==> config.mk <==
export PLATFORM = sky130hd
export DESIGN_NAME = ocp_setpoint_top
export DESIGN_NICKNAME = d
export VERILOG_FILES = /design/src/rtl/ocp_pkg.sv /design/src/rtl/ocp_sample_fsm.sv /design/src/rtl/ocp_trip_cmp.sv /design/src/rtl/ocp_setpoint_top.sv
export SDC_FILE = /design/constraint.sdc
export NUM_CORES = 1
export LEC_CHECK = 0
export BUFFER_PORTS_ARGS = -buffer_cell sky130_fd_sc_hd__buf_2
export CORE_UTILIZATION = 35
export DETAILED_ROUTE_END_ITERATION = 8
export HOLD_SLACK_MARGIN = 0.02
export PLACE_DENSITY_LB_ADDON = 0.1
export SYNTH_ARGS = -nofsm -noshare
export SYNTH_HDL_FRONTEND = slang
export SYNTH_HIERARCHICAL = 1
export SYNTH_SLANG_ARGS = --single-unit
==> constraint.sdc <==
create_clock -name clk -period 2 [get_ports clk]
set_input_delay 0.4 -clock clk [delete_from_list [all_inputs] [get_ports clk]]
set_output_delay 0.4 -clock clk [all_outputs]
set_load 0.02 [all_outputs]
==> src/rtl/ocp_pkg.sv <==
package ocp_pkg;
    typedef enum logic [1:0] {
        ST_IDLE   = 2'd0,
        ST_SAMPLE = 2'd1,
        ST_HOLD   = 2'd2
    } samp_state_e;
endpackage

==> src/rtl/ocp_sample_fsm.sv <==
module ocp_sample_fsm
    import ocp_pkg::*;
#(
    parameter int W = 6
) (
    input  logic         clk,
    input  logic         rst_n,
    input  logic         enable_i,
    input  logic         start_i,
    input  logic         cmp_above_i,
    output logic [W-1:0] cnt_o,
    output logic         sampling_o,
    output logic         done_o,
    output logic [W-1:0] setpoint_o,
    output logic         sat_o
);
    localparam logic [W-1:0] CODE_MAX = {W{1'b1}};

    typedef struct packed {
        samp_state_e  state;
        logic [W-1:0] cnt;
        logic [W-1:0] setpoint;
        logic         done;
        logic         sat;
    } fsm_t;

    fsm_t r_d, r_q;

    always_comb begin
        r_d = r_q;
        if (!enable_i) begin
            r_d.state = ST_IDLE;
            r_d.cnt   = '0;
            r_d.done  = 1'b0;
        end else begin
            unique case (r_q.state)
                ST_IDLE: begin
                    if (start_i) begin
                        r_d.state = ST_SAMPLE;
                        r_d.cnt   = '0;
                        r_d.done  = 1'b0;
                        r_d.sat   = 1'b0;
                    end
                end
                ST_SAMPLE: begin
                    if (cmp_above_i) begin
                        r_d.setpoint = r_q.cnt;
                        r_d.done     = 1'b1;
                        r_d.state    = ST_HOLD;
                    end else if (r_q.cnt == CODE_MAX) begin
                        r_d.setpoint = CODE_MAX;
                        r_d.sat      = 1'b1;
                        r_d.done     = 1'b1;
                        r_d.state    = ST_HOLD;
                    end else begin
                        r_d.cnt = r_q.cnt + 1'b1;
                    end
                end
                ST_HOLD: begin
                    r_d.state = ST_HOLD;
                end
                default: r_d.state = ST_IDLE;
            endcase
        end
    end

    always_ff @(posedge clk or negedge rst_n) begin
        if (!rst_n) begin
            r_q <= '{state: ST_IDLE, cnt: '0, setpoint: '0, done: 1'b0, sat: 1'b0};
        end else begin
            r_q <= r_d;
        end
    end

    assign cnt_o      = r_q.cnt;
    assign sampling_o = (r_q.state == ST_SAMPLE);
    assign done_o     = r_q.done;
    assign setpoint_o = r_q.setpoint;
    assign sat_o      = r_q.sat;

    // ramp advances one code per cycle while the comparator stays low
    a_r3_ramp_step: assert property (@(posedge clk) disable iff (!rst_n)
        (sampling_o && enable_i && !cmp_above_i && r_q.cnt != CODE_MAX)
            |=> (r_q.cnt == $past(r_q.cnt) + 1'b1));

    // a sampling window opens only after an enabled start
    a_r2_start_gated: assert property (@(posedge clk) disable iff (!rst_n)
        $rose(sampling_o) |-> $past(start_i && enable_i));

    // the held code does not move while a set point is held
    a_r6_hold_stable: assert property (@(posedge clk) disable iff (!rst_n)
        done_o |=> $stable(r_q.setpoint));

    // saturation always leaves full scale as the set point
    a_r5_sat_max: assert property (@(posedge clk) disable iff (!rst_n)
        $rose(sat_o) |-> (r_q.setpoint == CODE_MAX && done_o));
endmodule

==> src/rtl/ocp_trip_cmp.sv <==
module ocp_trip_cmp #(
    parameter int W = 6
) (
    input  logic         armed_i,
    input  logic [W-1:0] sense_i,
    input  logic [W-1:0] limit_i,
    output logic         trip_o
);
    always_comb begin
        trip_o = armed_i && (sense_i > limit_i);
    end
endmodule

==> src/rtl/ocp_setpoint_top.sv <==
module ocp_setpoint_top #(
    parameter int W = 6
) (
    input  logic         clk,
    input  logic         rst_n,
    input  logic         enable_i,
    input  logic         start_i,
    input  logic         cmp_above_i,
    input  logic [W-1:0] sense_code_i,
    output logic [W-1:0] dac_code_o,
    output logic         ldrv_off_o,
    output logic         done_o,
    output logic [W-1:0] setpoint_o,
    output logic         sat_o,
    output logic         trip_o
);
    logic sampling;

    ocp_sample_fsm #(.W(W)) u_fsm (
        .clk         (clk),
        .rst_n       (rst_n),
        .enable_i    (enable_i),
        .start_i     (start_i),
        .cmp_above_i (cmp_above_i),
        .cnt_o       (dac_code_o),
        .sampling_o  (sampling),
        .done_o      (done_o),
        .setpoint_o  (setpoint_o),
        .sat_o       (sat_o)
    );

    ocp_trip_cmp #(.W(W)) u_trip (
        .armed_i (done_o),
        .sense_i (sense_code_i),
        .limit_i (setpoint_o),
        .trip_o  (trip_o)
    );

    assign ldrv_off_o = sampling;

    // no trip without a held set point
    a_r8_trip_armed: assert property (@(posedge clk) disable iff (!rst_n)
        trip_o |-> done_o);

    // drive is never forced off while a set point is held
    a_r3_drive_excl: assert property (@(posedge clk) disable iff (!rst_n)
        !(ldrv_off_o && done_o));

    // a shutdown clears done and the drive override on the next edge
    a_r7_shutdown: assert property (@(posedge clk) disable iff (!rst_n)
        !enable_i |=> (!done_o && !ldrv_off_o));
endmodule

**Yosys cells after proc, flatten, opt, wreduce, memory -nomap -nowiden**

Index checks and enable logic that the tools add are counted.

- Add/subtract/negate cells: 1
- Multipliers: 0
- Div/mod/pow operators: 0
- $lt $le $gt $ge: 1
- Eq/ne operators: 11
- Shift operators: 0
- Mux-type cells: 14
- Bitwise logic cells: 0
- Reductions and logical operators: 9

Operator list:

| operator | count |
|---|---|
| 8-bit two-way mux | 3 |
| 6-bit two-way mux | 2 |
| 6-bit one-hot mux with 2 select lines | 1 |
| 3-bit != test, second input constant | 3 |
| 7-bit two-way mux | 1 |
| 6-bit by 1-bit adder with 6-bit output, second input constant | 1 |
| 6-bit equality test, second input constant | 1 |
| 6-bit greater-than comparator | 1 |
| 2-bit two-way mux | 3 |
| 2-bit one-hot mux with 3 select lines | 1 |
| 3-bit AND reduction | 2 |
| 5-bit AND reduction | 1 |
| 2-bit != test, second input constant | 2 |
| 4-bit by 3-bit != test with 1-bit output, second input constant | 1 |
| 2-bit one-hot mux with 2 select lines | 1 |
| 4-bit AND reduction | 1 |
| 2-bit nonzero test | 2 |
| 3-bit by 1-bit != test with 1-bit output, second input constant | 1 |
| 2-bit by 1-bit equality test with 1-bit output, second input constant | 1 |
| 2-bit equality test, second input constant | 1 |
| 2-bit zero test | 1 |
| 1-bit two-way mux | 2 |
| 2-bit by 1-bit != test with 1-bit output, second input constant | 1 |
| 2-bit AND reduction | 1 |
| 1-bit logical AND | 1 |

- Register bits after elaboration: 16
- Latch bits: 0
- RAM bits: 0
- ROM bits: 0
- Input bits: 11
- Output and inout bits: 16
- Word-level logic and storage cells: 41
- Memories: 0

**Logic depth before layout (Yosys ltp)**

- Depth after elaboration: 5
- Mapped depth: 7
- Gate-level depth less buffers: 6

**Hierarchy**

Netlist, hierarchy kept.

Modules (own cells, without submodules):

| module | times used | cells an instance | area an instance (um^2) |
|---|---|---|---|
| ocp_sample_fsm | 1 | 94 | 991.0 |
| ocp_trip_cmp | 1 | 21 | 156.4 |

**Worst setup path before layout**

OpenSTA, ideal clock, no wires.

- Path type: register -> output
- From: reg u_fsm.r_q, in the netlist u_fsm/setpoint_o[5]
- To: out trip_o
- Arrival: 1,552 ps
- Data required time: 1,600 ps
- Setup slack: 48 ps
- Cell stages (with the launch flop): 7
- Path buffers: 1
- Path through: dfrtp_1 > buf_4 > inv_1 > ha_1 > and4_4 > a31o_1 > a31oi_1

- Cells in the longest elaborated chain, start to end: 2

Ends and longest elaborated chain:

| element | RTL line | RTL |
|---|---|---|
| start, declared | ocp_sample_fsm.sv:27 | `fsm_t r_d, r_q;` |
| start signal, assigned | ocp_sample_fsm.sv:69 | `r_q <= '{state: ST_IDLE, cnt: '0, setpoint: '0, done: 1'b0, sat: 1'b0};` |
| start signal, assigned | ocp_sample_fsm.sv:71 | `r_q <= r_d;` |
| 6-bit greater-than comparator | ocp_trip_cmp.sv:10 | `trip_o = armed_i && (sense_i > limit_i);` |
| 1-bit logical AND | ocp_trip_cmp.sv:10 |  |
| end, declared | ocp_setpoint_top.sv:15 | `output logic trip_o` |

No other way between the ends.

**Worst setup path in the final report**

- From: reg u_fsm.r_q, in the netlist u_fsm/setpoint_o[3]
- To: out trip_o

Same word-level chain as after synthesis.

==> results.txt <==
- Measured along the y axis, the die boundary spans 59.3 um.
- Counting every instance in the synthesized netlist gives 115.
* Clock network fraction of total power: 0.119
* Largest driver fanout on the critical path: 2
- Routed WL: 2590 um
- Clock sink total: 16
- The count of nets left with antenna violations once routing finished came out at 0.
- Clock Latency Late Sink: 0.28 ns
* Fraction of power consumed by combinational cells: 0.556
- Detailed routing inserted a total of 945 vias.
- Total nets after synthesis: 135
- IR analysis of the VDD net gives a maximum drop of 0.398 mV.
- In the final layout, flip-flops and latches occupy 400 um2.
- Dividing the detail-routed via count by the number of cells gives 5.28.
* Total placed instance area: 1240 um2
* Area of the mapped netlist: 1150 um2
* Per-instance average area after synthesis: 9.98 um2
- Row generation in the floorplan step produced 20 rows.
- Routed length per instance: 14.5 um
- In this run the critical register-to-register path is launched from u_fsm/r_q[14].
- Setup slack after placement: 0.0849 ns
- The worst pin sits at a relative slew slack of 0.740.
- The routed design could run at a clock period as short as 1.98 ns.
* Most used DFF post-synth: sky130_fd_sc_hd__dfrtp_1
- In this run the number of H-tree levels came out at 1.
* Number of flops mapped to enable cells by yosys: 0
* Sum of overflow across all layers after global routing: 0
* Met3 Wirelength: 143 um
- Timing would allow up to 504 MHz.
- Number of iterations in the first detailed-routing pass: 4
- The library cell used most frequently in the layout, excluding fill and tap cells, is sky130_fd_sc_hd__buf_2.
- Die extent in x: 59.3 um
- The count of final hold-check violations came to 0.
* Sw Pwr: 0.000586 W
* Part of the power in registers: 0.325
* TritonCTS clock tree: built
- Number of antenna diodes: 0
* Final Net Count: 157
- After the first detailed-routing iteration, the DRC count stood at 26.
- Cell-internal power: 0.000832 W
- Fraction of power spent switching nets: 0.413
- Post-route design area: 1330 um2
* Worst min path class: in2async
* Share of post-route cells with drive strength above 1: 0.400
- The number of slew-limit violations in the final report came to 0.
* Total Routing Usage GR: 0.160
* Area growth from synthesis to layout: 15.9%
* Starting density of the core: 0.373
- Counting flops with an async set or reset pin after synthesis yields a share of 1.00.
* Met2 wire length: 1220 um
- Leaving out fill and tap cells, the most frequent cells in the layout are 25 x sky130_fd_sc_hd__buf_2, 16 x sky130_fd_sc_hd__dfrtp_1, 10 x sky130_fd_sc_hd__inv_1.
- In this run, CTS created clock tree buffers numbering 3.
* Initial antenna violation count: 0
- Hold-fix buffers at CTS: 0
- Number of library cell types mapped by synthesis: 44
- Die outline area: 3510 um2
* Critical path endpoint category: output port
- Clock root buffer: sky130_fd_sc_hd__clkbuf_4
- WP data arrival: 1.58 ns
- Largest net degree at the start of global routing: 17
- Clock-pin slew was measured on the worst setup and hold paths at 0.09 ns.
* Filler cell count in the final layout: 317
* Kind of launch point of the worst setup path: flip-flop
- Result of the run: completed
- After layout, the design draws a total of 0.00142 W.
* Max-cap violation count: 0
- Weighted congestion reported at the end of routability-driven placement: 0.774
* Final-report setup violation count: 0
- In the final routing, the length of wire on met1 measures 1210 um.
- For this run, design rule violations remaining after detail routing come to 0.
- The first global-routing pass estimated 4120 um of wire.
* Least-Margin Pin Slew: 0.389 ns
* Post-route clock period utilization: 0.992
- The core region is 3080 um2.
* R2r worst-path depth: 6
- Multi-input logic area: 626 um2
- The synthesized design contains 16 register bits.
- Top routing layer in use: met4
- The worst register-to-register path ends at u_fsm/cnt_o[4].
- Setup Skew: 0.00515 ns
- Input and output buffers added on the ports amount to 26.
* Min setup slack post-route: 0.0168 ns
- At the worst endpoint, the required time is 1.60 ns.
- Yosys warns: 6
- After legalization and detailed placement, the total HPWL measured 1850 um.
- Summed over all cells, the static leakage comes to 0.633 nW.
- Setup slack on the worst reg-to-reg path comes out at 0.19 ns.
- Pin placement for this block handled 27 I/O pins.
* Number of buffers on the longest clock path: 2
- By startpoint and endpoint, the worst setup path is classified as reg2out.
* Share of synthesized area occupied by flip-flops and latches: 0.349
- Power spread over the standard cell area amounts to 1070 nW/um2.
- Via count of the first global-routing pass: 837
- Setup repair after global routing missed its margin: true
through the flow:
step | TNS (ns) | std cells | hold WS [ns] | util
after floorplan | 0 | 115 | 0.104 | -
after global placement | 0 | 172 | 0.337 | 0.402
after global routing | -0.0718 | 179 | 0.0313 | 0.432
after detailed placement | 0 | 172 | 0.347 | 0.402
after CTS | -0.00776 | 179 | 0.0270 | 0.427
final | 0 | 179 | 0.0179 | 0.432
what timing repair did:
action	4_1_cts	5_1_grt
setup buffers	4	0
pin swaps	2	2
cloned	0	0
resized for setup	4	4
setup endpoints to repair	1	1
final cells by class:
class                   instances  share of cell area
multi-input cells              71               0.470
clock buffers                   3              0.0169
repair buffers                 32               0.134
inverters                      13              0.0367
flip-flops and latches         16               0.301
well taps                      44              0.0414
kinds of logic (layout without fill, tap and decap cells):
logic type / count (synthesis) / after routing / synth area share
compound gates: 36 / 36 / 0.257
buf+inv: 28 / 48 / 0.138
simple gates: 25 / 25 / 0.148
flops: 16 / 16 / 0.349
fa+ha+maj: 9 / 9 / 0.0981
mux: 1 / 1 / 0.00872
state kept, by name, indices dropped and copies added, names as in the netlist:
register and cells:
u_fsm/cnt_o 6, u_fsm/done_o 1, u_fsm/r_q 2, u_fsm/sat_o 1
u_fsm/setpoint_o 6
worst max path at each step:
stage | slack, ns | depth (start not counted) | to | startpoint
2_1_floorplan | 0.05 | 6 | trip_o | u_fsm/setpoint_o[5]
3_3_place_gp | 0.11 | 6 | trip_o | sense_code_i[5]
4_1_cts | -0.008 | 6 | trip_o | u_fsm/setpoint_o[4]
5_1_grt | -0.07 | 6 | trip_o | u_fsm/setpoint_o[2]
6_report | 0.02 | 6 | trip_o | u_fsm/setpoint_o[3]
3_5_place_dp | 0.08 | 6 | trip_o | sense_code_i[5]
power by group through the flow:
stage                     Combinational [W]  Clock (W)  Sequential (W)
final                              0.000788   0.000169        0.000460
after global routing               0.000870   0.000191        0.000471
after CTS                          0.000766   0.000176        0.000460
after detailed placement           0.000662          0        0.000473
after global placement             0.000658          0        0.000467
after floorplan                    0.000586          0        0.000444
synthesized netlist by cell type (2+ instances only):
| cell type | count | area [um2] |
|---|---|---|
| sky130_fd_sc_hd__nand3_1 | 3 | 15.0 |
| sky130_fd_sc_hd__a31oi_1 | 5 | 31.3 |
| sky130_fd_sc_hd__nand4_1 | 3 | 18.8 |
| sky130_fd_sc_hd__inv_1 | 13 | 48.8 |
| sky130_fd_sc_hd__buf_4 | 12 | 90.1 |
| sky130_fd_sc_hd__nand2_1 | 6 | 22.5 |
| sky130_fd_sc_hd__nor3_1 | 2 | 10.0 |
| sky130_fd_sc_hd__a21oi_1 | 5 | 25.0 |
| sky130_fd_sc_hd__o22a_1 | 6 | 52.6 |
| sky130_fd_sc_hd__o21ai_0 | 2 | 10.0 |
| sky130_fd_sc_hd__dfrtp_1 | 16 | 400 |
| sky130_fd_sc_hd__ha_1 | 9 | 113 |
| sky130_fd_sc_hd__a21o_1 | 2 | 15.0 |
critical path, cell delays in order (launching register included):
cell and delay, ns:
sky130_fd_sc_hd__dfrtp_1 0.40, sky130_fd_sc_hd__inv_2 0.07, sky130_fd_sc_hd__ha_4 0.19, sky130_fd_sc_hd__and4_4 0.19, sky130_fd_sc_hd__a31o_1 0.16, sky130_fd_sc_hd__a31oi_1 0.13
sky130_fd_sc_hd__buf_4 0.16
per-layer routing:
metal  vias to the layer above  GRT usage
met5                         -          0
met4                         0     0.0306
met3                         2     0.0437
met2                        29      0.247
met1                       457      0.224
li1                        457          -
Power figures use the tool's default switching activity.
